`config.mk`:
```
export PLATFORM = sky130hd
export DESIGN_NAME = daFirTop
export DESIGN_NICKNAME = d
export VERILOG_FILES = /design/src/rtl/daFirPkg.sv /design/src/rtl/daPartTable.sv /design/src/rtl/daFirCtrl.sv /design/src/rtl/daFirDatapath.sv /design/src/rtl/daFirTop.sv
export SDC_FILE = /design/constraint.sdc
export NUM_CORES = 1
export LEC_CHECK = 0
export BUFFER_PORTS_ARGS = -buffer_cell sky130_fd_sc_hd__buf_2
export CELL_PAD_IN_SITES_DETAIL_PLACEMENT = 0
export CELL_PAD_IN_SITES_GLOBAL_PLACEMENT = 2
export CORE_ASPECT_RATIO = 0.7
export CORE_MARGIN = 3
export CORE_UTILIZATION = 40
export CTS_BUF_LIST = sky130_fd_sc_hd__clkbuf_4
export DETAILED_ROUTE_END_ITERATION = 6
export PLACE_DENSITY_LB_ADDON = 0.1
export SYNTH_ARGS = -nofsm -noshare
export SYNTH_HDL_FRONTEND = slang
export SYNTH_SLANG_ARGS = --single-unit
```
`constraint.sdc`:
```
create_clock -name clk -period 14.4 [get_ports clk]
set_input_delay 0.72 -clock clk [delete_from_list [all_inputs] [get_ports clk]]
set_output_delay 0.72 -clock clk [all_outputs]
set_load 0.02 [all_outputs]
```
`src/rtl/daFirPkg.sv`:
```
package daFirPkg;

  // Per-cycle strobes from the sequencer to the arithmetic path.
  typedef struct packed {
    logic load;   // shift a new sample into the history and start a result
    logic step;   // process one bit weight
    logic first;  // lowest bit weight: accumulator starts from the table sum
    logic last;   // sign bit weight: table sum is subtracted, result latched
  } daStrobes_t;

endpackage

```
`src/rtl/daPartTable.sv`:
```
module daPartTable #(
  parameter int GROUP  = 4,
  parameter int COEF_W = 8,
  parameter int PART_W = COEF_W + 3,
  parameter logic [GROUP*COEF_W-1:0] GCOEFS = '0
) (
  input  logic [GROUP-1:0]          addr,
  output logic signed [PART_W-1:0]  word
);

  localparam int DEPTH = 2 ** GROUP;

  // Sum of the group coefficients selected by the set bits of the address.
  function automatic logic signed [PART_W-1:0] entryFor(input int a);
    logic signed [PART_W-1:0] total;
    logic [COEF_W-1:0] c;
    total = '0;
    for (int i = 0; i < GROUP; i++) begin
      if (a[i]) begin
        c = GCOEFS[i*COEF_W +: COEF_W];
        total = total + {{(PART_W-COEF_W){c[COEF_W-1]}}, c};
      end
    end
    return total;
  endfunction

  logic signed [PART_W-1:0] rom [DEPTH];

  for (genvar a = 0; a < DEPTH; a++) begin : gEntry
    assign rom[a] = entryFor(a);
  end

  assign word = rom[addr];

endmodule

```
`src/rtl/daFirCtrl.sv`:
```
module daFirCtrl
  import daFirPkg::*;
#(
  parameter int SAMPLE_W = 8
) (
  input  logic       clk,
  input  logic       rstN,
  input  logic       inValid,
  output daStrobes_t strobe,
  output logic       busy,
  output logic       outValid
);

  localparam int CNT_W = (SAMPLE_W > 1) ? $clog2(SAMPLE_W) : 1;
  localparam logic [CNT_W-1:0] LAST_BIT = CNT_W'(SAMPLE_W - 1);

  logic [CNT_W-1:0] bitCnt;

  always_comb begin
    strobe.load  = inValid && !busy;
    strobe.step  = busy;
    strobe.first = busy && (bitCnt == '0);
    strobe.last  = busy && (bitCnt == LAST_BIT);
  end

  always_ff @(posedge clk or negedge rstN) begin
    if (!rstN) begin
      busy     <= 1'b0;
      bitCnt   <= '0;
      outValid <= 1'b0;
    end else begin
      outValid <= strobe.last;
      if (strobe.load) begin
        busy   <= 1'b1;
        bitCnt <= '0;
      end else if (strobe.last) begin
        busy   <= 1'b0;
        bitCnt <= '0;
      end else if (busy) begin
        bitCnt <= bitCnt + 1'b1;
      end
    end
  end

endmodule

```
`src/rtl/daFirDatapath.sv`:
```
module daFirDatapath
  import daFirPkg::*;
#(
  parameter int TAPS     = 16,
  parameter int GROUP    = 4,
  parameter int SAMPLE_W = 8,
  parameter int COEF_W   = 8,
  parameter int ACC_W    = SAMPLE_W + COEF_W + 4,
  parameter logic [TAPS*COEF_W-1:0] COEFS = '0
) (
  input  logic                clk,
  input  logic                rstN,
  input  daStrobes_t          strobe,
  input  logic [SAMPLE_W-1:0] inSample,
  output logic [ACC_W-1:0]    outData
);

  localparam int NGROUP = TAPS / GROUP;
  localparam int LOGT   = $clog2(TAPS);
  localparam int PART_W = COEF_W + $clog2(GROUP) + 1;
  localparam int HW     = COEF_W + LOGT + 2;

  logic [SAMPLE_W-1:0]      history [TAPS];
  logic [SAMPLE_W-1:0]      bitShift [TAPS];
  logic signed [PART_W-1:0] partWord [NGROUP];
  logic signed [HW-1:0]     bitSum;
  logic signed [HW-1:0]     hiAcc;
  logic signed [HW-1:0]     baseVal;
  logic signed [HW-1:0]     mixSum;
  logic signed [HW-1:0]     hiNext;
  logic [SAMPLE_W-1:0]      loAcc;
  logic [SAMPLE_W-1:0]      loNext;

  // One small table per group, addressed by the current low bit of each tap.
  for (genvar g = 0; g < NGROUP; g++) begin : gPart
    logic [GROUP-1:0] addr;
    for (genvar i = 0; i < GROUP; i++) begin : gAddr
      assign addr[i] = bitShift[g*GROUP + i][0];
    end
    daPartTable #(
      .GROUP  (GROUP),
      .COEF_W (COEF_W),
      .PART_W (PART_W),
      .GCOEFS (COEFS[g*GROUP*COEF_W +: GROUP*COEF_W])
    ) u_tbl (
      .addr (addr),
      .word (partWord[g])
    );
  end

  // Sum of all partial tables for this bit weight.
  always_comb begin
    bitSum = '0;
    for (int g = 0; g < NGROUP; g++) begin
      bitSum = bitSum + {{(HW-PART_W){partWord[g][PART_W-1]}}, partWord[g]};
    end
  end

  // Shift-and-add: upper part shifts right, the retired bit enters loAcc.
  always_comb begin
    baseVal = strobe.first ? '0 : hiAcc;
    mixSum  = strobe.last ? (baseVal - bitSum) : (baseVal + bitSum);
    hiNext  = mixSum >>> 1;
    loNext  = {mixSum[0], loAcc[SAMPLE_W-1:1]};
  end

  always_ff @(posedge clk or negedge rstN) begin
    if (!rstN) begin
      for (int k = 0; k < TAPS; k++) begin
        history[k]  <= '0;
        bitShift[k] <= '0;
      end
      hiAcc   <= '0;
      loAcc   <= '0;
      outData <= '0;
    end else if (strobe.load) begin
      history[0]  <= inSample;
      bitShift[0] <= inSample;
      for (int k = 1; k < TAPS; k++) begin
        history[k]  <= history[k-1];
        bitShift[k] <= history[k-1];
      end
    end else if (strobe.step) begin
      for (int k = 0; k < TAPS; k++) begin
        bitShift[k] <= bitShift[k] >> 1;
      end
      hiAcc <= hiNext;
      loAcc <= loNext;
      if (strobe.last) begin
        outData <= ACC_W'({hiNext, loNext});
      end
    end
  end

endmodule

```
`src/rtl/daFirTop.sv`:
```
module daFirTop
  import daFirPkg::*;
#(
  parameter int TAPS     = 16,
  parameter int GROUP    = 4,
  parameter int SAMPLE_W = 8,
  parameter int COEF_W   = 8,
  parameter logic [TAPS*COEF_W-1:0] COEFS =
    128'h05_F0_12_07_FE_40_19_0C_0C_19_40_FE_07_12_F0_05
) (
  input  logic                                     clk,
  input  logic                                     rstN,
  input  logic                                     inValid,
  input  logic [SAMPLE_W-1:0]                      inSample,
  output logic                                     busy,
  output logic                                     outValid,
  output logic [SAMPLE_W+COEF_W+$clog2(TAPS)-1:0]  outData
);

  localparam int ACC_W = SAMPLE_W + COEF_W + $clog2(TAPS);

  daStrobes_t strobe;

  daFirCtrl #(
    .SAMPLE_W (SAMPLE_W)
  ) u_ctrl (
    .clk      (clk),
    .rstN     (rstN),
    .inValid  (inValid),
    .strobe   (strobe),
    .busy     (busy),
    .outValid (outValid)
  );

  daFirDatapath #(
    .TAPS     (TAPS),
    .GROUP    (GROUP),
    .SAMPLE_W (SAMPLE_W),
    .COEF_W   (COEF_W),
    .ACC_W    (ACC_W),
    .COEFS    (COEFS)
  ) u_dp (
    .clk      (clk),
    .rstN     (rstN),
    .strobe   (strobe),
    .inSample (inSample),
    .outData  (outData)
  );

endmodule

```
==> metrics.txt <==
# TYPE chip_impl_metric gauge
chip_impl_metric{name="die_y",unit="um"} 163
chip_impl_info{name="r2r_endpoint",value="u_dp.hiAcc[12]"} 1
chip_impl_metric{name="detail-route-antenna-nets",unit=""} 0
chip_impl_info{name="worstSetupEndpointType",value="flip-flop"} 1
chip_impl_metric{name="via_per_inst",unit=""} 4.95
chip_impl_metric{name="final_cell_count_no_fill",unit=""} 1812
chip_impl_metric{name="initial_core_utilization",unit=""} 0.407
chip_impl_metric{name="worstPathRequired",unit="ns"} 14.96
chip_impl_metric{name="critical_path.max_fanout",unit=""} 6
chip_impl_metric{name="worst_pin_slew",unit="ns"} 1.00
chip_impl_metric{name="area_delta_synth_final",unit="%"} 11.0
chip_impl_metric{name="yosysTopAreaCellShare",unit=""} 0.517
chip_impl_metric{name="multiInputGateArea",unit="mm^2"} 0.00649
chip_impl_metric{name="die_x",unit="um"} 231
chip_impl_metric{name="worst_skew_late_latency",unit="ns"} 0.73
chip_impl_metric{name="die-area",unit="mm^2"} 0.0378
chip_impl_metric{name="filler_cell_count",unit=""} 3364
chip_impl_info{name="worstHoldPathType",value="primary input to flip-flop"} 1
chip_impl_info{name="critical_path.most_common_cell",value="sky130_fd_sc_hd__xnor2_1"} 1
chip_impl_info{name="regToRegStartpoint",value="u_dp.bitShift[104]"} 1
chip_impl_metric{name="syn_inst",unit=""} 1236
chip_impl_metric{name="post_cts_resized",unit=""} 0
chip_impl_info{name="synth-main-ff-cell",value="sky130_fd_sc_hd__dfrtp_1"} 1
chip_impl_metric{name="worst-endpoint-arrival",unit="ns"} 6.99
chip_impl_info{name="worst_path_dominant_cell_family",value="compound AO/OA/AOI/OAI gates"} 1
chip_impl_metric{name="first_pass_grt_wire_length",unit="mm"} 47.4
chip_impl_metric{name="maxSlewViolCount",unit=""} 0
chip_impl_metric{name="detailed_place_hpwl",unit="mm"} 16.5
chip_impl_metric{name="clock-skew-final",unit="ns"} 0.0448
chip_impl_metric{name="initial_antenna_violation_count",unit=""} 1
chip_impl_metric{name="slew-limit-headroom",unit=""} 0.331
chip_impl_metric{name="io_pins",unit=""} 33
chip_impl_info{name="synth.largest_area_cell",value="sky130_fd_sc_hd__dfrtp_1"} 1
chip_impl_info{name="critPathLaunchType",value="flip-flop"} 1
chip_impl_metric{name="path_clk_slew",unit="ns"} 0.07
chip_impl_metric{name="final.setup.tns",unit="ns"} 0
chip_impl_metric{name="nNetsFinal",unit=""} 1366
chip_impl_metric{name="h-tree-depth",unit=""} 3
chip_impl_metric{name="critical-path-max-stage-delay",unit="ns"} 0.45
chip_impl_metric{name="post-route-min-period",unit="ns"} 6.43
chip_impl_metric{name="floorplan.rows",unit=""} 57
chip_impl_metric{name="setup_viol",unit=""} 0
chip_impl_metric{name="synth-seq-area-share",unit=""} 0.517
chip_impl_metric{name="dr_total_vias",unit=""} 8968
chip_impl_metric{name="fmax",unit="MHz"} 156
chip_impl_metric{name="worstHoldPathCells",unit=""} 2
chip_impl_metric{name="setup.reg_to_reg.worst_slack",unit="ns"} 7.97
chip_impl_metric{name="synth_warnings",unit=""} 0
chip_impl_metric{name="route.detailed.drc",unit=""} 0
chip_impl_info{name="hold_path_end",value="u_dp.history[123]"} 1
chip_impl_metric{name="maximum_number_of_pins_on_one_net_before_global_route_repair",unit=""} 110
chip_impl_info{name="yosysMostFrequentCell",value="sky130_fd_sc_hd__dfrtp_1"} 1
chip_impl_metric{name="ys_seq_elements",unit=""} 293
chip_impl_metric{name="synth_area",unit="mm^2"} 0.0142
chip_impl_metric{name="rr_worst_depth",unit=""} 27
chip_impl_metric{name="detailedRoute.firstIterationViolations",unit=""} 545
chip_impl_metric{name="numClockSinks",unit=""} 293
chip_impl_info{name="result_of_the_run",value="finished, final reports clean"} 1
chip_impl_metric{name="detail_route.first_pass.iterations",unit=""} 4
chip_impl_metric{name="finalHoldViolations",unit=""} 0
chip_impl_metric{name="port_buffers",unit=""} 32
chip_impl_info{name="cts_tree",value="done"} 1
chip_impl_metric{name="routed_wl",unit="mm"} 27.4
chip_impl_metric{name="drive_above_1_share",unit=""} 0.232
chip_impl_metric{name="routedWlPerCell",unit="um"} 15.1
chip_impl_metric{name="worstPathBufferInverterCount",unit=""} 1
chip_impl_metric{name="track_usage",unit=""} 0.153
chip_impl_metric{name="globalRoute.totalOverflow",unit=""} 0
chip_impl_info{name="critPathKind",value="flip-flop to flip-flop"} 1
chip_impl_info{name="rsz0062_at_grt",value="false"} 1
chip_impl_info{name="synth.top_cells.by_count",value="293 x sky130_fd_sc_hd__dfrtp_1, 185 x sky130_fd_sc_hd__nand2_1, 142 x sky130_fd_sc_hd__mux2_2"} 1
chip_impl_metric{name="via_count_of_the_first_global_routing_pass",unit=""} 9302
chip_impl_metric{name="clock_tree.buffer_depth",unit=""} 3
chip_impl_metric{name="synth_fp_nets",unit=""} 1312
chip_impl_metric{name="floorplan_core_area",unit="mm^2"} 0.0348
chip_impl_metric{name="avgSynthCellArea",unit="um^2"} 11.5
chip_impl_metric{name="maxCapViolations",unit=""} 0
chip_impl_metric{name="tritoncts.num_buffers",unit=""} 77
chip_impl_metric{name="postSynth.asyncResetShare",unit=""} 1.00
chip_impl_metric{name="yosys.cell_types.count",unit=""} 50
chip_impl_info{name="worst_hold_startpoint",value="inSample[3]"} 1
chip_impl_metric{name="finalWeightedCongestion",unit=""} 0.753
chip_impl_metric{name="register_area",unit="mm^2"} 0.00734
chip_impl_metric{name="finalCritPeriodShare",unit=""} 0.446
chip_impl_info{name="cts.root.buffer_cell",value="sky130_fd_sc_hd__clkbuf_4"} 1
chip_impl_metric{name="placedCellCount",unit=""} 1682
chip_impl_metric{name="synth_enable_flop_cells",unit=""} 0
chip_impl_info{name="critPathSlowestCell",value="sky130_fd_sc_hd__fa_1"} 1
chip_impl_info{name="synthTopCellsByArea",value="sky130_fd_sc_hd__dfrtp_1 52%, sky130_fd_sc_hd__mux2_2 11%, sky130_fd_sc_hd__mux2i_1 9.3%"} 1
==> worst max-delay path by stage <==
stage	end	from	slack [ns]	cells past startpoint
global placement	u_dp.hiAcc[12]	u_dp.bitShift[104]	8.07	27
finish	u_dp.hiAcc[12]	u_dp.bitShift[104]	7.97	27
floorplan	u_dp.hiAcc[12]	u_dp.bitShift[104]	8.57	28
detailed placement	u_dp.hiAcc[12]	u_dp.bitShift[104]	7.97	28
global route	u_dp.hiAcc[12]	u_dp.bitShift[104]	7.39	28
CTS	u_dp.hiAcc[12]	u_dp.bitShift[104]	7.95	28
==> kinds of logic (layout without fill, tap and decap cells) <==
logic type	after synthesis	count (layout)	share of synthesized area
simple gates	272	272	0.0812
buf+inv	95	198	0.0252
compound gates	196	196	0.0791
xor+xnor	42	42	0.0265
other cells	0	1	0
flops	293	293	0.517
fa+ha+maj	65	65	0.0653
mux	273	273	0.205
==> metrics by stage <==
step | setup slack [ns] | util | hold slack (ns) | area [um^2]
2_1_floorplan | 8.57 | - | 0.424 | 14200
3_3_place_gp | 8.07 | 0.424 | 0.452 | 14800
3_5_place_dp | 7.97 | 0.424 | 0.457 | 14800
4_1_cts | 7.95 | 0.452 | 0.129 | 15700
5_1_grt | 7.39 | 0.452 | 0.151 | 15700
6_report | 7.97 | 0.452 | 0.238 | 15700
==> repair_timing <==
action,4_1_cts,5_1_grt
hold buffers,1,0
buffers inserted,0,0
hold endpoints to repair,52,0
==> layer usage <==
metal	share of wire	global-route usage	wire length [um]
met4	0.022	0.0577	605
met1	0.54	0.227	14900
met2	0.40	0.214	10900
met5	0	0	0
met3	0.035	0.0392	947
==> flip-flops by register name, summed over array words and instances (netlist names) <==
register         flops
u_dp.outData        20
u_ctrl.busy          1
u_dp.hiAcc          13
u_ctrl.bitCnt        3
u_dp.bitShift      128
u_dp.loAcc           7
u_ctrl.outValid      1
u_dp.history       120
==> area by class of cell <==
type | count | share of cell area
sequential | 293 | 0.466
multi-input combinational | 848 | 0.413
clock buffer | 108 | 0.0515
tap | 472 | 0.0375
timing repair buffer | 43 | 0.0168
clock inverter | 20 | 0.00875
inverter | 27 | 0.00644
antenna | 1 | 0.000159
==> cells in the final DEF, fill, tap and decap left out, types with 26 or more instances in the layout <==
cell / synthesis / routed
sky130_fd_sc_hd__buf_2: 0 / 30
sky130_fd_sc_hd__clkbuf_4: 0 / 108
sky130_fd_sc_hd__dfrtp_1: 293 / 292
sky130_fd_sc_hd__ha_1: 50 / 50
sky130_fd_sc_hd__inv_1: 27 / 27
sky130_fd_sc_hd__mux2_2: 142 / 142
sky130_fd_sc_hd__mux2i_1: 131 / 131
sky130_fd_sc_hd__nand2_1: 185 / 184
sky130_fd_sc_hd__nor2_1: 36 / 36
sky130_fd_sc_hd__o21ai_0: 128 / 128
sky130_fd_sc_hd__xnor2_1: 26 / 26
==> worst register-to-register path, stage by stage, from the launching register on <==
cell and delay (ns):
sky130_fd_sc_hd__dfrtp_1 0.37, sky130_fd_sc_hd__inv_1 0.08, sky130_fd_sc_hd__ha_1 0.29, sky130_fd_sc_hd__mux2i_1 0.29, sky130_fd_sc_hd__ha_1 0.29, sky130_fd_sc_hd__a21o_1 0.18, sky130_fd_sc_hd__a21oi_1 0.23, sky130_fd_sc_hd__o21bai_1 0.09
sky130_fd_sc_hd__a21oi_1 0.23, sky130_fd_sc_hd__xnor2_1 0.17, sky130_fd_sc_hd__fa_1 0.45, sky130_fd_sc_hd__ha_1 0.38, sky130_fd_sc_hd__and3_1 0.19, sky130_fd_sc_hd__a221o_2 0.39, sky130_fd_sc_hd__nor2_1 0.13, sky130_fd_sc_hd__xnor2_1 0.14
sky130_fd_sc_hd__or3_1 0.37, sky130_fd_sc_hd__nand2_1 0.10, sky130_fd_sc_hd__xnor2_1 0.12, sky130_fd_sc_hd__ha_1 0.30, sky130_fd_sc_hd__and2_1 0.18, sky130_fd_sc_hd__a31o_2 0.23, sky130_fd_sc_hd__o31ai_1 0.31, sky130_fd_sc_hd__o21ai_0 0.19
sky130_fd_sc_hd__xnor2_1 0.16, sky130_fd_sc_hd__xnor2_1 0.20, sky130_fd_sc_hd__a21o_1 0.11, sky130_fd_sc_hd__a31oi_1 0.07
Power is left out: the tool's default activity adds up to more than one toggle a clock period on the data nets, which glitch-free logic cannot reach.
